`src/rtl/tec_pkg.sv`:
```
package tec_pkg;
    localparam int DEF_W = 32;

    typedef enum logic [1:0] {
        ACT_HOLD,
        ACT_DEC,
        ACT_RELOAD,
        ACT_LOAD
    } down_act_e;

    // Software write wins; otherwise a tick decrements or reloads.
    function automatic down_act_e pick_down_act(input logic we,
                                                input logic tick,
                                                input logic at_zero);
        if (we)
            return ACT_LOAD;
        else if (tick && at_zero)
            return ACT_RELOAD;
        else if (tick)
            return ACT_DEC;
        else
            return ACT_HOLD;
    endfunction
endpackage

```
`src/rtl/tec_reload_reg.sv`:
```
module tec_reload_reg #(
    parameter int W = tec_pkg::DEF_W
) (
    input  logic         clk,
    input  logic         rst,
    input  logic         we,
    input  logic [W-1:0] wdata,
    output logic [W-1:0] val
);
    always_ff @(posedge clk) begin
        if (rst)
            val <= '0;
        else if (we)
            val <= wdata;
    end

    assert_hold_R5: assert property (@(posedge clk) disable iff (rst)
        !we |=> $stable(val));
    assert_load_R5: assert property (@(posedge clk) disable iff (rst)
        we |=> val == $past(wdata));
endmodule

```
`src/rtl/tec_down_counter.sv`:
```
module tec_down_counter
    import tec_pkg::*;
#(
    parameter int W = DEF_W
) (
    input  logic         clk,
    input  logic         rst,
    input  logic         tick,
    input  logic         we,
    input  logic [W-1:0] wdata,
    input  logic [W-1:0] reload_val,
    output logic [W-1:0] cnt,
    output logic         wrap
);
    localparam logic [W-1:0] ONE = W'(1);

    logic      at_zero;
    down_act_e act;

    assign at_zero = (cnt == '0);
    assign wrap    = tick && at_zero;
    assign act     = pick_down_act(we, tick, at_zero);

    always_ff @(posedge clk) begin
        if (rst) begin
            cnt <= '0;
        end else begin
            unique case (act)
                ACT_LOAD:   cnt <= wdata;
                ACT_RELOAD: cnt <= reload_val;
                ACT_DEC:    cnt <= cnt - ONE;
                default:    cnt <= cnt;
            endcase
        end
    end

    assert_dec_R2: assert property (@(posedge clk) disable iff (rst)
        (tick && !we && cnt != '0) |=> cnt == $past(cnt) - ONE);
    assert_idle_R2: assert property (@(posedge clk) disable iff (rst)
        (!tick && !we) |=> $stable(cnt));
    assert_reload_R3: assert property (@(posedge clk) disable iff (rst)
        (tick && !we && cnt == '0) |=> cnt == $past(reload_val));
    assert_wr_R6: assert property (@(posedge clk) disable iff (rst)
        we |=> cnt == $past(wdata));
endmodule

```
`src/rtl/tec_event_counter.sv`:
```
module tec_event_counter #(
    parameter int W = tec_pkg::DEF_W
) (
    input  logic         clk,
    input  logic         rst,
    input  logic         inc,
    input  logic         we,
    input  logic [W-1:0] wdata,
    output logic [W-1:0] cnt
);
    localparam logic [W-1:0] ONE = W'(1);

    always_ff @(posedge clk) begin
        if (rst)
            cnt <= '0;
        else if (we)
            cnt <= wdata;
        else if (inc)
            cnt <= cnt + ONE;
    end

    assert_inc_R3: assert property (@(posedge clk) disable iff (rst)
        (inc && !we) |=> cnt == $past(cnt) + ONE);
    assert_hold_R2: assert property (@(posedge clk) disable iff (rst)
        (!inc && !we) |=> $stable(cnt));
    assert_wr_R7: assert property (@(posedge clk) disable iff (rst)
        we |=> cnt == $past(wdata));
endmodule

```
`src/rtl/tick_event_counter.sv`:
```
module tick_event_counter #(
    parameter int WIDTH = tec_pkg::DEF_W
) (
    input  logic             clk,
    input  logic             rst,
    input  logic             tick_en,
    input  logic             reload_we,
    input  logic [WIDTH-1:0] reload_wdata,
    input  logic             down_we,
    input  logic [WIDTH-1:0] down_wdata,
    input  logic             evt_we,
    input  logic [WIDTH-1:0] evt_wdata,
    output logic [WIDTH-1:0] reload_rd,
    output logic [WIDTH-1:0] down_rd,
    output logic [WIDTH-1:0] evt_rd
);
    logic [WIDTH-1:0] reload_q;
    logic [WIDTH-1:0] down_q;
    logic [WIDTH-1:0] evt_q;
    logic             wrap;

    tec_reload_reg #(.W(WIDTH)) u_reload (
        .clk(clk), .rst(rst), .we(reload_we), .wdata(reload_wdata),
        .val(reload_q)
    );

    tec_down_counter #(.W(WIDTH)) u_down (
        .clk(clk), .rst(rst), .tick(tick_en), .we(down_we),
        .wdata(down_wdata), .reload_val(reload_q), .cnt(down_q), .wrap(wrap)
    );

    tec_event_counter #(.W(WIDTH)) u_evt (
        .clk(clk), .rst(rst), .inc(wrap), .we(evt_we), .wdata(evt_wdata),
        .cnt(evt_q)
    );

    assign reload_rd = reload_q;
    assign down_rd   = down_q;
    assign evt_rd    = evt_q;

    assert_zero_reload_R4: assert property (@(posedge clk) disable iff (rst)
        (tick_en && !down_we && reload_q == '0 && down_q == '0) |=> down_q == '0);
    assert_reset_R1: assert property (@(posedge clk)
        rst |=> (reload_rd == '0 && down_rd == '0 && evt_rd == '0));
endmodule

```
`config.mk`:
```
export PLATFORM = sky130hd
export DESIGN_NAME = tick_event_counter
export DESIGN_NICKNAME = d
export VERILOG_FILES = /design/src/rtl/tec_pkg.sv /design/src/rtl/tec_reload_reg.sv /design/src/rtl/tec_down_counter.sv /design/src/rtl/tec_event_counter.sv /design/src/rtl/tick_event_counter.sv
export SDC_FILE = /design/constraint.sdc
export NUM_CORES = 1
export LEC_CHECK = 0
export BUFFER_PORTS_ARGS = -buffer_cell sky130_fd_sc_hd__buf_2
export CAP_MARGIN = 25
export CORE_MARGIN = 2
export CORE_UTILIZATION = 36
export CTS_CLUSTER_DIAMETER = 200
export DETAILED_ROUTE_END_ITERATION = 10
export MAX_ROUTING_LAYER = met4
export PLACE_DENSITY_LB_ADDON = 0.05
export SLEW_MARGIN = 30
export SYNTH_ARGS = -nofsm -noshare
export SYNTH_HDL_FRONTEND = slang
export SYNTH_SLANG_ARGS = --single-unit
```
`constraint.sdc`:
```
create_clock -name clk -period 5.6 [get_ports clk]
set_input_delay 0.56 -clock clk [delete_from_list [all_inputs] [get_ports clk]]
set_output_delay 0.56 -clock clk [all_outputs]
set_load 0.01 [all_outputs]
```
# Word-level counts from Yosys, hierarchy flattened
# Index checks and enable logic that the tools add are counted.
[totals]
out_inout_bits = 96
register_bits = 96
wordCells = 18
in_bits = 102
[classes]
n_eq_ne = 3
reduce_logical = 4
add_sub_neg = 2
n_mux = 6
[op_table]
columns = ["op", "count"]
rows = [
  ["$pmux 32 s3", 1],
  ["$mux 32", 2],
  ["$add 32x1->32 const B", 1],
  ["$logic_not 32->1", 1],
  ["$sub 32x1->32 const B", 1],
  ["$eq 2x2->1 const B", 2],
  ["$mux 2", 2],
  ["$reduce_bool 3->1", 1],
  ["$eq 2x1->1 const B", 1],
  ["$reduce_bool 2->1", 1],
  ["$logic_and 1x1->1", 1],
  ["$mux 1", 1],
]

# Longest topological paths before layout
# Gate-level depths: netlist of run 1.
[logic_depth]
depth_word = 6
mapped_depth = 15
ltp_nobuf = 13

# Modules after synthesis
# A second synthesis of run 1 with hierarchy kept.
[unflattened]
hier_cells = 697
hier_area_um2 = 5649.2
[modules_own_cells]
columns = ["mod", "cells_per_inst", "instances", "area_each_um2", "seq_area_each_um2"]
rows = [
  ["tec_down_counter", 353, 1, 2561.2, 640.6],
  ["tec_event_counter", 241, 1, 1924.3, 640.6],
  ["tec_reload_reg", 103, 1, 1163.6, 640.6],
]

# Least setup slack after synthesis of run 1
# Ideal clock, no wire load.
[synth_timing]
path_type = "flip-flop to flip-flop"
from = "register u_down.cnt[9]"
to = "register u_down.cnt[6]"
arrival_time_ps = 3975
synth_period_minus_slack_ps = 4105
setup_time_ps = 130
n_path_buf = 7
path_stages_with_launch = 16
path_slack_ps = 1495
required_time_ps = 5470
path_cell_list = "dfxtp_1 > or4_1 > buf_2 > or4_4 > buf_6 > nor4_2 > buf_2 > nor2_1 > ha_1 > clkbuf_1 > clkbuf_1 > buf_1 > clkbuf_1 > nand2_1 > a21oi_1 > o22ai_1"
[synth_via]
elab_chain_len = 6
word_cells_on_any_way = 9
classes_between = "eq/ne (3); mux (3); reduce/logical (3)"
[synth_rtl]
columns = ["item", "line_no", "source"]
rows = [
  ["start: declaration", "tec_down_counter.sv:12", "output logic [W-1:0] cnt,"],
  ["start signal: assignment", "tec_down_counter.sv:29", "ACT_LOAD: cnt <= wdata;"],
  ["start signal: assignment", "tec_down_counter.sv:30", "ACT_RELOAD: cnt <= reload_val;"],
  ["start signal: assignment", "tec_down_counter.sv:31", "ACT_DEC: cnt <= cnt - ONE;"],
  ["$logic_not 32->1 (*)", "tec_down_counter.sv:20", "assign at_zero = (cnt == '0);"],
  ["$logic_and 1x1->1 (*)", "tec_pkg.sv:17", "else if (tick && at_zero)"],
  ["$mux 2 (*)", "tec_pkg.sv:17", ""],
  ["$mux 2 (*)", "tec_pkg.sv:15", "if (we)"],
  ["$eq 2x1->1 or $eq 2x2->1 (tied branches)", "tec_down_counter.sv:28", "unique case (act)"],
  ["$pmux 32 s3 or $reduce_bool 3->1 (tied branches)", "--", ""],
]
# Every way passes the cells marked *; elsewhere a longest branch is shown, timed or not.
# A chain may end at the register's enable or synchronous reset.

# Worst setup path after layout of run 1
[layout_timing]
from = "register u_down.cnt[12]"
to = "register u_down.cnt[8]"
# Same word-level chain as after synthesis.

==> impl_metrics.yaml, run 1 <==
sta:
  fin_crit_ns: 4.45
  finalHoldViolCount: 0
  fin_skew_ns: 0.0126
  setup_viol: 0
  relSlewSlack_pct: 37.3
  rsz0062_at_grt: "false"
  tightest_slew_ns: 0.931
  timing.setup.tns_ns: 0
  fmax_mhz: 225
  fin_crit_sh_pct: 79.4
  slew_violations: 0
pwr:
  pwr-share-clk_pct: 36.5
  cellPowerDensity_nw_per_um2: 273
  intPower_uw: 1350
  ir_drop_mv: 0.153
  combPwrFrac_pct: 22.5
  leakage_uw: 0.00305
  switching_share_pct: 31.3
  netSwitchingPower_uw: 617
  p_seq_share_pct: 41.0
  total_power_uw: 1970
global_route:
  met3_usage_pct: 3.46
  use_met2_pct: 39.7
  grt_start_max_net_pins: 63
  grtUsageMet1_pct: 31.9
  grt_overflow: 0
  grt_pass1_vias: 6060
  antenna_found_initial: 0
  top_usage_layer: "met2"
  grt_first_pass_wirelength_um: 32400
  grt_util_all_layers_pct: 24.7
synthesis:
  synth-edff-count: 0
  yosys.cell_types.count: 56
  ys_seq_area_share_pct: 33.3
  synth.top_cell.area_share_pct: 33.3
  synthMuxAreaShare_pct: 5.72
  syn_area_um2: 5770
  synth_nets: 857
  syn_inst: 749
  synth_xor_area_share_pct: 1.82
  synth_area_leader_cell: "dfxtp_1"
  synth.most_common_cell: "dfxtp_1"
  synth-main-ff-cell: "dfxtp_1"
  synth_fa_ha_area_share_pct: 1.30
  synth_top_family_by_area: "simple AND/OR/NAND/NOR gates"
  async_reset_ff_share_pct: 0
  synthTopCellsByCount: "96 x dfxtp_1, 83 x nor2_1, 52 x a21oi_1"
  synthTopCellsByArea: "dfxtp_1 33%, mux2i_1 5.7%, nor2_1 5.4%"
  yosys_warnings: 0
  syn_area_per_cell_um2: 7.71
  synth-compound-area-share_pct: 22.3
  synth_simple_gate_area_share_pct: 29.9
  ys_ff_latch: 96
clocking:
  clk_path_buf_depth: 2
  postCtsHoldBufs: 0
  cts_resized: 0
  cts-root-buf: "clkbuf_16"
  cts_buffers: 9
  post_cts_buffers: 0
  cts_tree: "built"
  htree_num_levels: 3
  path_clk_slew_ns: 0.07
  cts_num_sinks: 96
  worstSkewPairLatency_ns: 0.36
place:
  port-buffer-count: 197
  place.detailed.hpwl_um: 15000
  gp_congestion: 0.865
finish:
  fillCellCount: 1696
  nets: 1018
  multi_input_area_um2: 3530
  drive_gt1_share_pct: 25.6
  n_antenna_cell: 0
  syn_to_final_growth_pct: 25.2
  ff_latch_area_um2: 1920
worst_setup_path:
  crit_fanout: 36
  reg2regPathDepth: 10
  cp.required_ns: 5.84
  crit_slowest_cell: "ha_2"
  rrSetupSlack_ns: 1.15
  start_kind: "register"
  cp-end-kind: "register"
  critPathKind: "reg2reg"
  crit_top_cell: "or4_1"
  slowest_delay_ns: 0.66
  arrival_ns: 4.69
  cp_cell_sequence: "or4_1, or4_4, or4_1, a21oi_1, ha_2, buf_4, inv_1, nand2_1, a221oi_1, a2111oi_0"
run_status:
  status: "complete, no violations"
drt:
  num_vias: 6502
  routed_wl_um: 20900
  first_pass_iters: 5
  drt_iter0_drc: 483
  drc: 0
  ant_nets: 0
  wl_per_cell_um: 18.5
  drt-vias-per-instance: 5.75
die:
  initial_core_util_pct: 36.6
  dieArea_um2: 17100
  die-height_um: 131
  ios: 198
  num_rows: 46
  chipWidth_um: 131
  fp.coreArea_um2: 15800
worst_hold_path:
  hp-class: "in2reg"
  hold_path_depth: 3
job:
  maxCapViolCount: 0
==> sequential cells by signal (all words and copies together), names as in the netlist <==
name and count:
u_reload.val 32, u_down.cnt 32, u_evt.cnt 32
==> cell families (layout without fill, tap and decap cells) <==
kind of cell             after synthesis  after routing
adder cells (fa/ha/maj)                6              6
buffers and inverters                 84            249
AND/OR/NAND/NOR                      326            326
flip-flops                            96             96
AO/OA/AOI/OAI                        192            192
multiplexers                          33             33
XOR/XNOR                              12             12
==> cell usage in the layout, fill, tap and decap left out, types with 12 or more instances in the layout <==
cell        n
nor4_1     14
o21ai_0    32
buf_2     195
mux2i_1    33
nand2b_1   18
nor3_1     32
a311oi_1   12
or4_1      13
inv_1      25
dfxtp_1    96
nor2_1     83
buf_4      14
or3_1      12
nand4_1    16
nand3_1    49
nand2_1    37
a31oi_1    14
a21oi_1    52
==> critical path, delay by kind of cell, from the launching register on <==
family / cells / cell delay, ns
buffers and inverters: 2 / 0.63
flip-flops: 1 / 0.37
AND/OR/NAND/NOR: 4 / 1.97
AO/OA/AOI/OAI: 3 / 0.68
adder cells (fa/ha/maj): 1 / 0.66
==> metrics by stage <==
| stage | hold slack, ns | worst slack [ns] | util, % | cells | area, um2 |
|---|---|---|---|---|---|
| 4_1_cts | 0.433 | 1.18 | 45.8 | 1130 | 7230 |
| 6_report | 0.441 | 1.15 | 45.8 | 1130 | 7230 |
| 2_1_floorplan | 0.523 | 1.49 | - | 749 | 5770 |
| 3_3_place_gp | 0.504 | 1.27 | 43.7 | 1115 | 6890 |
| 3_5_place_dp | 0.511 | 1.21 | 43.7 | 1115 | 6890 |
| 5_1_grt | 0.440 | 0.849 | 45.8 | 1130 | 7230 |
==> power groups by stage <==
| stage | Combinational (uW) | Sequential [uW] | Clock [uW] |
|---|---|---|---|
| after global placement | 437 | 821 | 0 |
| after CTS | 445 | 807 | 735 |
| after detailed placement | 443 | 823 | 0 |
| after floorplan | 255 | 828 | 0 |
| after global routing | 490 | 818 | 762 |
| final | 443 | 808 | 720 |
==> final timing paths <==
path,start,endpoint
setup / recovery,u_down.cnt[12],u_down.cnt[8]
hold / removal,reload_wdata[24],u_reload.val[24]
setup reg to reg,u_down.cnt[12],u_down.cnt[8]
hold reg to reg,u_reload.val[0],u_reload.val[0]
==> per-layer routing <==
layer	vias up	share of wire, %
met1	3072	45
li1	3148	-
met5	-	0
met3	31	5.7
met4	0	2.1
met2	251	47
==> final cells by class <==
type | instances | area share [%]
multi-input cells | 569 | 48.8
flip-flops and latches | 96 | 26.6
repair buffers | 209 | 15.0
well taps | 216 | 3.74
clock buffers | 10 | 3.17
clock inverters | 5 | 1.47
inverters | 25 | 1.30
Power figures use the tool's default switching activity.
==> run 2: changes to the inputs <==
==> constraint.sdc (replaced) <==
create_clock -name clk -period 3.8 [get_ports clk]
set_input_delay 0.38 -clock clk [delete_from_list [all_inputs] [get_ports clk]]
set_output_delay 0.38 -clock clk [all_outputs]
set_load 0.01 [all_outputs]
==> impl_metrics.yaml, run 2 (synthesis gave the netlist of run 1 again) <==
worst_setup_path:
  crit_fanout: 24
  start_kind: "register"
  reg2regPathDepth: 11
  critPathKind: "reg2reg"
  cp.required_ns: 4.08
  arrival_ns: 3.86
  cp-end-kind: "register"
  worstReg2RegEnd: "u_down.cnt[17]"
  reg2reg_from: "u_down.cnt[12]"
  rrSetupSlack_ns: 0.22
global_route:
  grt_start_max_net_pins: 58
  grt_pass1_vias: 6037
  grt_overflow: 0
  grt_first_pass_wirelength_um: 32100
  antenna_found_initial: 1
  grt_util_all_layers_pct: 24.4
clocking:
  cts_buffers: 9
  cts_tree: "built"
  worstSkewPairLatency_ns: 0.36
  cts_num_sinks: 96
  post_cts_buffers: 0
  cts-root-buf: "clkbuf_16"
  clk_path_buf_depth: 2
  htree_num_levels: 3
  path_clk_slew_ns: 0.07
die:
  fp.coreArea_um2: 15800
  die-height_um: 131
  num_rows: 46
  ios: 198
  initial_core_util_pct: 36.6
  dieArea_um2: 17100
  chipWidth_um: 131
sta:
  rsz0062_at_grt: "false"
  tightest_slew_ns: 0.909
  fmax_mhz: 279
  finalHoldViolCount: 0
  relSlewSlack_pct: 39.4
  fin_crit_ns: 3.58
  timing.setup.tns_ns: 0
  whs_ns: 0.256
  fin_skew_ns: 0.0112
  fin_crit_sh_pct: 94.3
  setup_viol: 0
  slew_violations: 0
finish:
  syn_to_final_growth_pct: 28.8
  drive_gt1_share_pct: 27.6
  largest_registers: "u_down.cnt: 32 flops, u_evt.cnt: 32 flops, u_reload.val: 32 flops"
  final_common_cell: "buf_2"
  final_cell_mix: "196 x buf_2, 96 x dfxtp_1, 83 x nor2_1, 51 x a21oi_1, 49 x nand3_1"
  nets: 1038
pwr:
  ir_drop_mv: 0.223
  total_power_uw: 2890
  leakage_uw: 0.00316
  cellPowerDensity_nw_per_um2: 388
place:
  port-buffer-count: 197
  place.detailed.hpwl_um: 15100
  gp_congestion: 0.901
drt:
  drt_iter0_drc: 518
  drt-vias-per-instance: 5.65
  drc: 0
  first_pass_iters: 5
  wl_per_cell_um: 17.8
  ant_nets: 0
  routed_wl_um: 20500
  num_vias: 6507
worst_hold_path:
  hold_start: "reload_wdata[10]"
  hold_path_depth: 3
  hp-class: "in2reg"
  min_to: "u_reload.val[10]"
run_status:
  status: "complete, no violations"
job:
  maxCapViolCount: 0
[run 2: worst max-delay path: stages, from the launching register on]
cell     delay (ns)
dfxtp_1        0.31
or4_1          0.60
or4_4          0.54
or4_1          0.54
a21oi_4        0.23
ha_4           0.26
buf_4          0.28
o21ai_0        0.15
nor2_1         0.11
nand3_1        0.09
a31o_2         0.28
a21oi_1        0.11
[run 2: worst max-delay path by stage]
stage / from / endpoint / slack, ns
floorplan: u_down.cnt[9] / u_down.cnt[3] / 0.008
global placement: u_down.cnt[12] / u_down.cnt[13] / 0.15
detailed placement: u_down.cnt[12] / u_down.cnt[17] / 0.06
CTS: u_down.cnt[12] / u_down.cnt[17] / 0.04
global route: u_down.cnt[9] / u_down.cnt[17] / 0.01
finish: u_down.cnt[12] / u_down.cnt[17] / 0.22
[run 2: layer usage]
metal | GRT usage [%] | vias up | part of all wire, % | wire, um
li1 | - | 3188 | - | -
met2 | 38.1 | 241 | 46 | 9480
met4 | 9.07 | 0 | 2.5 | 520
met1 | 32.2 | 3044 | 46 | 9370
met5 | - | - | 0 | 0
met3 | 3.58 | 34 | 5.7 | 1180
[run 2: layout make-up]
type / count / area [um2]
clock buffers: 10 / 229
diodes: 1 / 2.50
flip-flops and latches: 96 / 1920
fillers: 1660 / 8340
repair buffers: 229 / 1260
inverters: 25 / 93.8
multi-input cells: 569 / 3560
well taps: 216 / 270
clock inverters: 6 / 91.3
[run 2: where the power goes]
group	total (uW)	internal, uW	switching (uW)
registers	1180	1080	100
logic	693	300	393
clock network	1010	580	429
total	2890	1960	922
[run 2: timing repair]
action	in CTS	in global routing
gates resized for setup	0	4
endpoints found under the hold margin	0	0
hold buffers	0	0
setup endpoints to repair	0	11
[run 2: metrics by stage]
stage | cell area (um2) | cells | utilization [%] | worst slack (ns)
3_5_place_dp | 7080 | 1135 | 44.9 | 0.0587
6_report | 7430 | 1152 | 47.1 | 0.217
2_1_floorplan | 5780 | 749 | - | 0.00823
4_1_cts | 7400 | 1151 | 46.9 | 0.0387
3_3_place_gp | 7050 | 1134 | 44.7 | 0.152
5_1_grt | 7430 | 1152 | 47.1 | 0.0134
==> run 3: changes to the inputs <==
--- a/config.mk
+++ b/config.mk
@@ -9,10 +9,11 @@
 export CAP_MARGIN = 25
 export CORE_MARGIN = 2
 export CORE_UTILIZATION = 36
-export CTS_CLUSTER_DIAMETER = 200
+export CTS_CLUSTER_DIAMETER = 80
 export DETAILED_ROUTE_END_ITERATION = 10
 export MAX_ROUTING_LAYER = met4
 export PLACE_DENSITY_LB_ADDON = 0.05
+export RECOVER_POWER = 50
 export SLEW_MARGIN = 30
 export SYNTH_ARGS = -nofsm -noshare
 export SYNTH_HDL_FRONTEND = slang
==> impl_metrics.yaml, run 3 (synthesis gave the netlist of run 1 again) <==
run_status:
  status: "finished with violations"
  violations: "max-capacitance violations, max-slew violations"
worst_setup_path:
  critPathKind: "reg2reg"
  cp_cell_sequence: "or4_1, or4_4, or4_1, a21oi_4, ha_4, buf_4, o21ai_0, nor2_1, nand3_1, a31o_2, a21oi_1"
  crit_slowest_cell: "or4_1"
  slowest_delay_ns: 0.60
  critPathTopFamily: "simple AND/OR/NAND/NOR gates"
  worstReg2RegEnd: "u_down.cnt[17]"
  rrSetupSlack_ns: 0.21
  crit_top_cell: "or4_1"
  arrival_ns: 3.87
  cp-end-kind: "register"
  cp.required_ns: 4.08
  reg2regPathDepth: 11
  reg2reg_from: "u_down.cnt[12]"
  start_kind: "register"
  crit_buf_inv: 1
  crit_fanout: 24
sta:
  finalHoldViolCount: 0
  tightest_slew_ns: 2.16
  fin_crit_sh_pct: 94.5
  fin_crit_ns: 3.59
  fin_ws_ns: 0.208
  rsz0062_at_grt: "false"
  setup_viol: 0
  slew_violations: 33
  relSlewSlack_pct: -44.2
  fmax_mhz: 278
  timing.setup.tns_ns: 0
  fin_skew_ns: 0.00919
clocking:
  htree_num_levels: 3
  cts_num_sinks: 96
  cts_buffers: 9
  cts_tree: "built"
  path_clk_slew_ns: 0.07
  cts_resized: 0
  clk_path_buf_depth: 2
  worstSkewPairLatency_ns: 0.36
  cts-root-buf: "clkbuf_16"
  post_cts_buffers: 0
  postCtsHoldBufs: 0
global_route:
  antenna_found_initial: 1
  grt_util_all_layers_pct: 24.4
  grt_start_max_net_pins: 58
  grt_overflow: 0
  grt_pass1_vias: 6037
  grt_first_pass_wirelength_um: 32100
die:
  chipWidth_um: 131
  die-height_um: 131
  fp.coreArea_um2: 15800
  num_rows: 46
  ios: 198
  dieArea_um2: 17100
  initial_core_util_pct: 36.6
finish:
  instances_no_fill: 1152
  final_cell_mix: "132 x buf_2, 96 x dfxtp_1, 83 x nor2_1, 66 x clkbuf_1, 51 x a21oi_1"
  largest_registers: "u_down.cnt: 32 flops, u_evt.cnt: 32 flops, u_reload.val: 32 flops"
  drive_gt1_share_pct: 20.6
  design_area_um2: 7350
  syn_to_final_growth_pct: 27.3
  nets: 1038
  final_common_cell: "buf_2"
place:
  gp_congestion: 0.901
  dpl.cell_count: 1135
  place.detailed.hpwl_um: 15100
  port-buffer-count: 197
  dp_worst_setup_slack_ns: 0.0587
  place_area_um2: 7080
pwr:
  intPower_uw: 1950
  switching_share_pct: 32.1
  cellPowerDensity_nw_per_um2: 391
  combPwrFrac_pct: 23.7
  leakage_uw: 0.00291
  netSwitchingPower_uw: 922
  total_power_uw: 2870
  p_seq_share_pct: 41.2
  pwr-share-clk_pct: 35.0
  ir_drop_mv: 0.223
drt:
  drt-vias-per-instance: 5.67
  routed_wl_um: 20600
  wl_per_cell_um: 17.8
  ant_nets: 0
  drc: 0
  drt_iter0_drc: 533
  first_pass_iters: 5
  num_vias: 6534
worst_hold_path:
  min_to: "u_reload.val[10]"
  hp-class: "in2reg"
  hold_start: "reload_wdata[10]"
  hold_path_depth: 3
job:
  maxCapViolCount: 1
## run 3: changes by cell type in the layout (fill, tap and decap cells not counted), sizes merged
cell | before | now
buf | 229 | 164
clkbuf | 10 | 75
## run 3: per-stage QoR
stage          util, %  hold slack [ns]
4_1_cts           46.9            0.253
3_3_place_gp      44.7            0.511
3_5_place_dp      44.9            0.506
2_1_floorplan        -            0.523
5_1_grt           46.6            0.257
6_report          46.6            0.255
## run 3: worst max-delay path by stage
stage | start | end | slack, ns | depth (start not counted)
floorplan | u_down.cnt[9] | u_down.cnt[3] | 0.008 | 14
global placement | u_down.cnt[12] | u_down.cnt[13] | 0.15 | 11
detailed placement | u_down.cnt[12] | u_down.cnt[17] | 0.06 | 11
CTS | u_down.cnt[12] | u_down.cnt[17] | 0.04 | 11
global route | u_down.cnt[9] | u_down.cnt[17] | 0.01 | 11
finish | u_down.cnt[12] | u_down.cnt[17] | 0.21 | 11
## run 3: tightest hold or removal path: stages
cell and delay [ns]:
buf_2 0.07, mux2i_1 0.05, nor2_1 0.07
## run 3: routing by layer
| layer | vias up | global-route usage [%] | routed length [um] |
|---|---|---|---|
| li1 | 3184 | - | - |
| met1 | 3039 | 32.2 | 9210 |
| met2 | 272 | 38.1 | 9440 |
| met3 | 39 | 3.58 | 1360 |
| met4 | 0 | 9.07 | 539 |
| met5 | - | - | 0 |
## run 3: layout make-up
| type | instances | area, um2 |
|---|---|---|
| diodes | 1 | 2.50 |
| clock buffers | 10 | 229 |
| clock inverters | 6 | 91.3 |
| fillers | 1696 | 8420 |
| inverters | 25 | 93.8 |
| multi-input cells | 569 | 3560 |
| flip-flops and latches | 96 | 1920 |
| well taps | 216 | 270 |
| repair buffers | 229 | 1180 |
## run 3: power groups by stage
stage          clock (uW)  combinational [uW]  sequential, uW
2_1_floorplan           0                 379            1220
3_3_place_gp            0                 678            1200
3_5_place_dp            0                 689            1210
4_1_cts              1030                 691            1180
5_1_grt              1070                 753            1200
6_report             1010                 682            1180
